===== config.mk =====
export PLATFORM = sky130hd
export DESIGN_NAME = alu8_core
export DESIGN_NICKNAME = d
export VERILOG_FILES = /design/src/rtl/alu8_pkg.sv /design/src/rtl/alu8_ctrl.sv /design/src/rtl/alu8_dp.sv /design/src/rtl/alu8_core.sv
export SDC_FILE = /design/constraint.sdc
export NUM_CORES = 1
export LEC_CHECK = 0
export BUFFER_PORTS_ARGS = -buffer_cell sky130_fd_sc_hd__buf_2
export CAP_MARGIN = 25
export CORE_ASPECT_RATIO = 1.1
export CORE_MARGIN = 8
export CORE_UTILIZATION = 61
export DETAILED_ROUTE_END_ITERATION = 12
export GPL_TIMING_DRIVEN = 1
export PLACE_DENSITY = 0.88
export SYNTH_ARGS = -nofsm -noshare
export SYNTH_HDL_FRONTEND = slang
export SYNTH_SLANG_ARGS = --single-unit

===== constraint.sdc =====
create_clock -name vclk -period 7.6
set_input_delay 0.38 -clock vclk [all_inputs]
set_output_delay 0.38 -clock vclk [all_outputs]
set_load 0.01 [all_outputs]

===== src/rtl/alu8_pkg.sv =====
package alu8_pkg;

  typedef enum logic [3:0] {
    OP_ADD   = 4'h0,
    OP_SUB   = 4'h1,
    OP_CMP   = 4'h2,
    OP_AND   = 4'h3,
    OP_OR    = 4'h4,
    OP_XOR   = 4'h5,
    OP_BIT   = 4'h6,
    OP_SHL   = 4'h7,
    OP_SHR   = 4'h8,
    OP_ROL   = 4'h9,
    OP_ROR   = 4'hA,
    OP_INC   = 4'hB,
    OP_DEC   = 4'hC,
    OP_LOAD  = 4'hD,
    OP_RSV_E = 4'hE,
    OP_RSV_F = 4'hF
  } aluOp_e;

  typedef enum logic [2:0] {
    SRC_PASS,
    SRC_ARITH,
    SRC_LOGIC,
    SRC_SHIFT,
    SRC_STEP,
    SRC_MEM
  } resSel_e;

  // strobes from control to datapath
  typedef struct packed {
    resSel_e    resSel;
    logic       writeBack;   // 0: result stays opA
    logic       subMode;     // invert memory operand
    logic       forceCarry;  // carry in forced to 1
    logic [1:0] logicFn;     // 0 and, 1 or, 2 xor
    logic [1:0] shiftFn;     // 0 shl, 1 shr, 2 rol, 3 ror
    logic       stepDown;
    logic       updNZ;
    logic       updC;
    logic       updV;
    logic       bitTest;
  } aluCtrl_t;

  typedef struct packed {
    logic neg;
    logic ovf;
    logic spare;
    logic brk;
    logic dec;
    logic irqOff;
    logic zero;
    logic carry;
  } status_t;

  function automatic status_t unpackStatus(input logic [7:0] b);
    status_t s;
    s.carry  = b[0];
    s.zero   = b[1];
    s.irqOff = b[2];
    s.dec    = b[3];
    s.brk    = b[4];
    s.spare  = b[5];
    s.ovf    = b[6];
    s.neg    = b[7];
    return s;
  endfunction

  function automatic logic [7:0] packStatus(input status_t s);
    return {s.neg, s.ovf, s.spare, s.brk, s.dec, s.irqOff, s.zero, s.carry};
  endfunction

endpackage


===== src/rtl/alu8_ctrl.sv =====
module alu8_ctrl
  import alu8_pkg::*;
(
  input  logic [3:0] opSel,
  output aluCtrl_t   ctrl
);

  always_comb begin
    ctrl            = '0;
    ctrl.resSel     = SRC_PASS;
    ctrl.writeBack  = 1'b1;
    unique case (aluOp_e'(opSel))
      OP_ADD: begin
        ctrl.resSel = SRC_ARITH;
        ctrl.updNZ  = 1'b1; ctrl.updC = 1'b1; ctrl.updV = 1'b1;
      end
      OP_SUB: begin
        ctrl.resSel  = SRC_ARITH;
        ctrl.subMode = 1'b1;
        ctrl.updNZ   = 1'b1; ctrl.updC = 1'b1; ctrl.updV = 1'b1;
      end
      OP_CMP: begin
        ctrl.resSel     = SRC_ARITH;
        ctrl.subMode    = 1'b1;
        ctrl.forceCarry = 1'b1;
        ctrl.writeBack  = 1'b0;
        ctrl.updNZ      = 1'b1; ctrl.updC = 1'b1;
      end
      OP_AND, OP_OR, OP_XOR: begin
        ctrl.resSel  = SRC_LOGIC;
        ctrl.logicFn = opSel[1:0] - 2'd3;
        ctrl.updNZ   = 1'b1;
      end
      OP_BIT: begin
        ctrl.resSel    = SRC_LOGIC;
        ctrl.logicFn   = 2'd0;
        ctrl.writeBack = 1'b0;
        ctrl.bitTest   = 1'b1;
        ctrl.updNZ     = 1'b1; ctrl.updV = 1'b1;
      end
      OP_SHL, OP_SHR, OP_ROL, OP_ROR: begin
        ctrl.resSel  = SRC_SHIFT;
        ctrl.shiftFn = opSel[1:0] + 2'd1;
        ctrl.updNZ   = 1'b1; ctrl.updC = 1'b1;
      end
      OP_INC, OP_DEC: begin
        ctrl.resSel   = SRC_STEP;
        ctrl.stepDown = (opSel == OP_DEC);
        ctrl.updNZ    = 1'b1;
      end
      OP_LOAD: begin
        ctrl.resSel = SRC_MEM;
        ctrl.updNZ  = 1'b1;
      end
      default: ctrl.writeBack = 1'b0;
    endcase
  end

endmodule


===== src/rtl/alu8_dp.sv =====
module alu8_dp
  import alu8_pkg::*;
#(
  parameter int DATA_W = 8
)(
  input  logic [DATA_W-1:0] opA,
  input  logic [DATA_W-1:0] opM,
  input  logic [7:0]        statusIn,
  input  aluCtrl_t          ctrl,
  output logic [DATA_W-1:0] result,
  output logic [7:0]        statusOut
);

  localparam int MSB = DATA_W - 1;

  status_t flagsIn, flagsNext;
  logic [DATA_W-1:0] addB, arithVal, logicVal, shiftVal, stepVal, selVal, nzSrc;
  logic [DATA_W:0]   sumFull;
  logic              cinArith, arithCarry, arithOvf, shiftCarry;

  assign flagsIn  = unpackStatus(statusIn);

  // shared adder: add, subtract and compare
  assign addB     = ctrl.subMode ? ~opM : opM;
  assign cinArith = ctrl.forceCarry | flagsIn.carry;
  assign sumFull  = {1'b0, opA} + {1'b0, addB} + {{DATA_W{1'b0}}, cinArith};
  assign arithVal = sumFull[MSB:0];
  assign arithCarry = sumFull[DATA_W];
  assign arithOvf = (opA[MSB] == addB[MSB]) && (arithVal[MSB] != opA[MSB]);

  always_comb begin
    unique case (ctrl.logicFn)
      2'd1:    logicVal = opA | opM;
      2'd2:    logicVal = opA ^ opM;
      default: logicVal = opA & opM;
    endcase
  end

  always_comb begin
    unique case (ctrl.shiftFn)
      2'd0: begin shiftVal = {opA[MSB-1:0], 1'b0};          shiftCarry = opA[MSB]; end
      2'd1: begin shiftVal = {1'b0, opA[MSB:1]};            shiftCarry = opA[0];   end
      2'd2: begin shiftVal = {opA[MSB-1:0], flagsIn.carry}; shiftCarry = opA[MSB]; end
      default: begin shiftVal = {flagsIn.carry, opA[MSB:1]}; shiftCarry = opA[0]; end
    endcase
  end

  assign stepVal = ctrl.stepDown ? opA - {{(DATA_W-1){1'b0}}, 1'b1}
                                 : opA + {{(DATA_W-1){1'b0}}, 1'b1};

  always_comb begin
    unique case (ctrl.resSel)
      SRC_ARITH: selVal = arithVal;
      SRC_LOGIC: selVal = logicVal;
      SRC_SHIFT: selVal = shiftVal;
      SRC_STEP:  selVal = stepVal;
      SRC_MEM:   selVal = opM;
      default:   selVal = opA;
    endcase
  end

  assign result = ctrl.writeBack ? selVal : opA;
  assign nzSrc  = selVal;

  always_comb begin
    flagsNext = flagsIn;
    if (ctrl.updNZ) begin
      flagsNext.zero = (nzSrc == '0);
      flagsNext.neg  = ctrl.bitTest ? opM[MSB] : nzSrc[MSB];
    end
    if (ctrl.updC)
      flagsNext.carry = (ctrl.resSel == SRC_ARITH) ? arithCarry : shiftCarry;
    if (ctrl.updV)
      flagsNext.ovf = ctrl.bitTest ? opM[MSB-1] : arithOvf;
  end

  assign statusOut = packStatus(flagsNext);

  // bit test copies operand bits into N and V, keeps carry
  always_comb begin
    if (ctrl.bitTest)
      a_r6_bit_copy: assert (statusOut[7] == opM[MSB] && statusOut[6] == opM[MSB-1]
                             && statusOut[0] == statusIn[0]);
  end

  // control and spare bits untouched by the datapath
  always_comb begin
    a_r1_fixed_bits: assert (statusOut[5:2] == statusIn[5:2]);
  end

endmodule


===== src/rtl/alu8_core.sv =====
module alu8_core
  import alu8_pkg::*;
#(
  parameter int DATA_W = 8
)(
  input  logic [DATA_W-1:0] opA,
  input  logic [DATA_W-1:0] opM,
  input  logic [7:0]        statusIn,
  input  logic [3:0]        opSel,
  output logic [DATA_W-1:0] result,
  output logic [7:0]        statusOut
);

  localparam int MSB = DATA_W - 1;

  aluCtrl_t ctrl;

  alu8_ctrl u_ctrl (
    .opSel (opSel),
    .ctrl  (ctrl)
  );

  alu8_dp #(.DATA_W(DATA_W)) u_dp (
    .opA       (opA),
    .opM       (opM),
    .statusIn  (statusIn),
    .ctrl      (ctrl),
    .result    (result),
    .statusOut (statusOut)
  );

  logic [DATA_W:0] addRef;
  assign addRef = {1'b0, opA} + {1'b0, opM} + {{DATA_W{1'b0}}, statusIn[0]};

  // carry and result together form the true sum
  always_comb begin
    if (opSel == OP_ADD)
      a_r2_add_sum: assert ({statusOut[0], result} == addRef);
  end

  // compare leaves the register and V alone
  always_comb begin
    if (opSel == OP_CMP)
      a_r4_cmp_keeps: assert (result == opA && statusOut[6] == statusIn[6]);
  end

  // reserved codes are full pass-through
  always_comb begin
    if (opSel == OP_RSV_E || opSel == OP_RSV_F)
      a_r11_unused_pass: assert (result == opA && statusOut == statusIn);
  end

  // Z and N follow the written-back result
  always_comb begin
    if (opSel <= OP_LOAD && opSel != OP_CMP && opSel != OP_BIT)
      a_r10_zn_follow: assert (statusOut[1] == (result == '0) && statusOut[7] == result[MSB]);
  end

  // carry kept by logic, step and load operations
  always_comb begin
    if ((opSel >= OP_AND && opSel <= OP_BIT) || opSel >= OP_INC)
      a_r12_carry_kept: assert (statusOut[0] == statusIn[0]);
  end

endmodule


# Yosys cells after proc, flatten, opt, wreduce, memory -nomap -nowiden

Index checks and enable logic that the tools add are counted.

Logic and storage cells: 75
Output and inout bits: 16
Memory bits (read-only): 0
Memories: 0
Latch bits: 0
Register bits after elaboration: 0
Memory bits (writable): 0

Bitwise operators: 5
Reductions and logical operators: 15
Equal/unequal tests: 24
Shift operators: 0
Multipliers: 0
$add $sub $neg: 6
Magnitude comparators: 0
Divide/modulo/power cells: 0
Mux-type cells: 25

Operators by type and width:

| operator                                                            | number |
|---|---|
| 8-bit one-hot mux with 5 select lines                               | 1 |
| 4-bit == test (second input constant)                               | 6 |
| 8-bit two-way mux                                                   | 3 |
| 8-bit one-hot mux with 3 select lines                               | 1 |
| 4-bit by 3-bit == test with 1-bit output (second input constant)    | 4 |
| 1-bit two-way mux                                                   | 16 |
| 8-bit one-hot mux with 2 select lines                               | 1 |
| 3-bit one-hot mux with 5 select lines                               | 1 |
| 14-bit OR reduction                                                 | 1 |
| 12-bit OR reduction                                                 | 1 |
| 8-bit by 8-bit adder with 9-bit output                              | 1 |
| 9-bit by 1-bit adder with 9-bit output                              | 1 |
| 3-bit OR reduction                                                  | 3 |
| 8-bit by 1-bit adder with 8-bit output (second input constant)      | 1 |
| 8-bit bitwise AND                                                   | 1 |
| 4-bit by 2-bit == test with 1-bit output (second input constant)    | 2 |
| 8-bit zero test                                                     | 1 |
| 8-bit inverter                                                      | 1 |
| 8-bit bitwise OR                                                    | 1 |
| 4-bit OR reduction                                                  | 2 |
| 8-bit by 1-bit subtractor with 8-bit output (second input constant) | 1 |
| 8-bit XOR                                                           | 1 |
| 7-bit OR reduction                                                  | 1 |
| 3-bit by 2-bit == test with 1-bit output (second input constant)    | 2 |
| other kinds (15)                                                    | 21 |

# Longest topological paths before layout

Depth in word-level cells: 10
Gate-level depth with buffers: 16
Gate-level depth less buffers: 14

# By module

Synthesis repeated with hierarchy kept, for this count alone.

Cells, all modules: 322
Area, all modules: 2,333.5 µm²

By module, submodules not included:

| module    | times used | cells an instance | area each (µm²) | seq. area each (µm²) |
|---|---|---|---|---|
| alu8_dp   | 1          | 267               | 1,956.9         | 0.0 |
| alu8_ctrl | 1          | 55                | 376.6           | 0.0 |

# Least setup slack after synthesis

No wires, ideal clock.

Path kind: input-to-output
From: in opSel[2]
To: out statusOut[1]
Required time: 7,220 ps
Cell stages on the path: 14
Path buffers: 2
Setup slack: 3,597 ps
Data arrival time: 3,623 ps
Path through: clkbuf_1 nor2_1 o21a_1 clkbuf_1 xnor2_1 fa_1 fa_1 a211oi_1 o21bai_1 a21oi_1 xnor2_1 a221oi_1 a21oi_1 o41ai_2

Word-level cells in the longest chain between the ends: 9
Elaborated cells on any way between the ends: 48
Classes of those cells: 2 x add/sub; 22 x eq/ne; 13 x mux; 1 x bitwise; 10 x reduce/logical

RTL lines:

| item                                                                                                        | line            | source |
|---|---|---|
| start: declaration                                                                                          | alu8_core.sv:9  | `input logic [3:0] opSel,` |
| 4-bit by 2-bit == test with 1-bit output / 4-bit by 1-bit == test with 1-bit output (equally long branches) | alu8_ctrl.sv:12 | `unique case (aluOp_e'(opSel))` |
| 2-bit OR reduction (no line)                                                                                | n/a             |  |
| 1-bit two-way mux                                                                                           | alu8_ctrl.sv:12 |  |
| 8-bit two-way mux                                                                                           | alu8_dp.sv:24   | `assign addB = ctrl.subMode ? ~opM : opM;` |
| 8-bit by 8-bit adder with 9-bit output                                                                      | alu8_dp.sv:26   | `assign sumFull = {1'b0, opA} + {1'b0, addB} + {{DATA_W{1'b0}}, cinArith};` |
| 9-bit by 1-bit adder with 9-bit output                                                                      | alu8_dp.sv:26   |  |
| 8-bit one-hot mux with 5 select lines                                                                       | alu8_dp.sv:52   | `unique case (ctrl.resSel)` |
| 8-bit zero test                                                                                             | alu8_dp.sv:68   | `flagsNext.zero = (nzSrc == '0);` |
| 1-bit two-way mux (*)                                                                                       | alu8_dp.sv:67   | `if (ctrl.updNZ) begin` |
| end: declaration                                                                                            | alu8_core.sv:11 | `output logic [7:0] statusOut` |

Mark *: on every way between the ends. The rest lies on a longest branch, timed or not.

# Worst setup path after layout

From: in opSel[0]
To: out statusOut[1]

Same word-level chain as after synthesis.

==> reports/results.ini <==
[outcome]
status=finished clean

[placement]
buffer_ports.inserted=36
detailedPlacementHpwl_um=4870
pre_cts_slack_ns=3.08
gp_congestion=0.970

[worst_setup_path]
cpLargestDelayFamily=compound AO/OA/AOI/OAI gates
critical_path.max_fanout=9
critPathLaunchType=input port
arrival_time_of_the_worst_setup_path_ns=4.17
cp.required_ns=7.22
critPathBufInv=3
crit_path_max_incr_delay_ns=0.51
crit_slowest_cell=o21a_1
critical_path_cell_list=buf_2 -> inv_1 -> ha_1 -> o21a_1 -> xnor2_1 -> fa_1 -> fa_1 -> a211oi_1 -> o21bai_1 -> a21oi_1 -> xnor2_1 -> a221oi_1 -> a21oi_1 -> o41ai_2 -> buf_2
timing.setup.critical_path_class=in2out
critical_path.endpoint_type=output pin

[route]
via_total_after_detailed_routing=2331
finalWirelength_um=6430
routed_via_density=6.68
drt_first_iter_violations=296
postRouteAntennaNets=0
drc=0
firstDrtPassIters=7
wl_per_cell_um=18.4

[timing]
postLayoutSetupSlackWorst_ns=3.05
max_clock_freq_ghz=0.220
fin_crit_ns=4.55
slew_violations=0
setup_tns_ns=0
rsz0062_at_grt=no
actual_transition_at_the_worst_max_transition_pin_ns=1.01
worst_hold_margin_ns=0.760
timing.final.setup_violations=0
worst_slew_margin_rel_pct=32.2
layout_worst_path_cycle_share_pct=59.9
timing_hold_violations_final=0

[power]
seq_power_share_pct=0
power.combinational.fraction_pct=100.0
p_per_area_nw_per_um2=77.3
total_leakage_power_uw=0.00103
power.share.clock_pct=0
ir_drop_mv=0.0399
p_int_uw=70.5
power.switching_uw=99.4
sw_frac_of_total_pct=58.5

[final_layout]
area_growth_pct=4.33
multi_input_area_um2=1840
layout_cells_sized_above_1_pct=21.3
nNetsFinal=363
antenna_cells_inserted=0
design.seq.count=0
nFillCells=306
final-seq-area_um2=0
clock_buffer_count=0

[flow_run]
cap_viol_max_count=0

[synth]
post_synth_instance_area_um2=2110
syn_nets=342
netlist.area_leader.share_pct=17.8
synth_most_common_cell=ha_1
synth.avg_cell_area_um2=7.48
synth_area_leaders=ha_1 (18%), inv_1 (5.2%), xnor2_1 (5.0%), a21oi_1 (4.7%), mux2_2 (4.3%)
post_synth_num_cell_types=69
synth_top_cell_by_area=ha_1
synth_sequential_area_ratio_pct=0
ys.warnings.count=0
yosys-top-cells-count=ha_1 (30), inv_1 (29), a21oi_1 (20)
syn-instance-count=282

[cts]
resized_gates_after_cts=0
ctsHoldBuffers=0
post_cts_setup_buffer_count=0

[floorplan]
die_area_um2=5600
core_um2=3330
num_io_pins=44
initial_utilization_pct=63.3
row_count=22
dieWidth_um=72.1
die-height_um=77.7

[global_route]
grt.total_usage_pct=21.8
grt_pass1_vias=2214
grt_antenna_before_repair=0
grt_start_max_net_pins=24
global_route.overflow_total=0
first_pass_grt_wire_length_um=10200

[worst_hold_path]
min_path_type=in2out

-- cell families after synthesis --
group | after synthesis | share of synthesized area (%)
buffers and inverters | 47 | 12.6
muxes | 15 | 7.60
AOI/OAI and AO/OA | 88 | 31.3
adders and majority gates | 32 | 19.7
xor gates and xnor gates | 14 | 5.82
and+or+nand+nor | 86 | 23.0
-- cell usage in the layout, fill, tap and decap left out, types with 3 or more instances in the layout --
cell type,n
ha_1,30
buf_2,36
nor2b_1,4
a222oi_1,3
nor3_1,4
nor3b_1,3
nand2b_1,6
mux2i_1,7
a211oi_1,4
xnor2_1,12
nand2_1,18
nor4_1,5
inv_1,29
nand3b_1,3
a221oi_1,3
mux2_2,8
a31oi_1,4
a221o_1,5
nor2_1,17
o211ai_1,6
nand3_1,5
o21ai_0,8
a21o_1,3
o22ai_1,3
a21oi_1,20
-- routing by layer --
metal | vias to the layer above | routed length (µm) | GRT usage, %
li1 | 1095 | - | -
met1 | 1059 | 2650 | 27.5
met2 | 153 | 2880 | 35.8
met3 | 24 | 658 | 3.21
met4 | 0 | 239 | 8.79
met5 | - | 0 | 0
-- path summary, 6_finish.rpt --
kind | from | to | slack, ns | depth (start not counted)
min | statusIn[3] | statusOut[3] | 0.76 | 0
max | opSel[0] | statusOut[1] | 3.05 | 15
-- through the flow --
| stage | utilization [%] | cell area, µm² | instances | total power [µW] |
|---|---|---|---|---|
| floorplan | - | 2110 | 282 | 123 |
| global placement | 66.0 | 2200 | 349 | 163 |
| detailed placement | 66.0 | 2200 | 349 | 166 |
| CTS | 66.0 | 2200 | 349 | 167 |
| global route | 66.0 | 2200 | 349 | 185 |
| finish | 66.0 | 2200 | 349 | 170 |
-- power groups by stage --
| stage | registers [µW] | logic [µW] | clock network, µW |
|---|---|---|---|
| after CTS | 0 | 167 | 0 |
| after global placement | 0 | 163 | 0 |
| final | 0 | 170 | 0 |
| after floorplan | 0 | 123 | 0 |
| after global routing | 0 | 185 | 0 |
| after detailed placement | 0 | 166 | 0 |
-- area by class of cell --
class,count,area share (%)
Tap cell,48,2.73
Timing Repair Buffer,37,8.53
Multi-Input combinational cell,235,83.8
Inverter,29,4.95
Note: power is estimated with default switching activity, not from simulation.
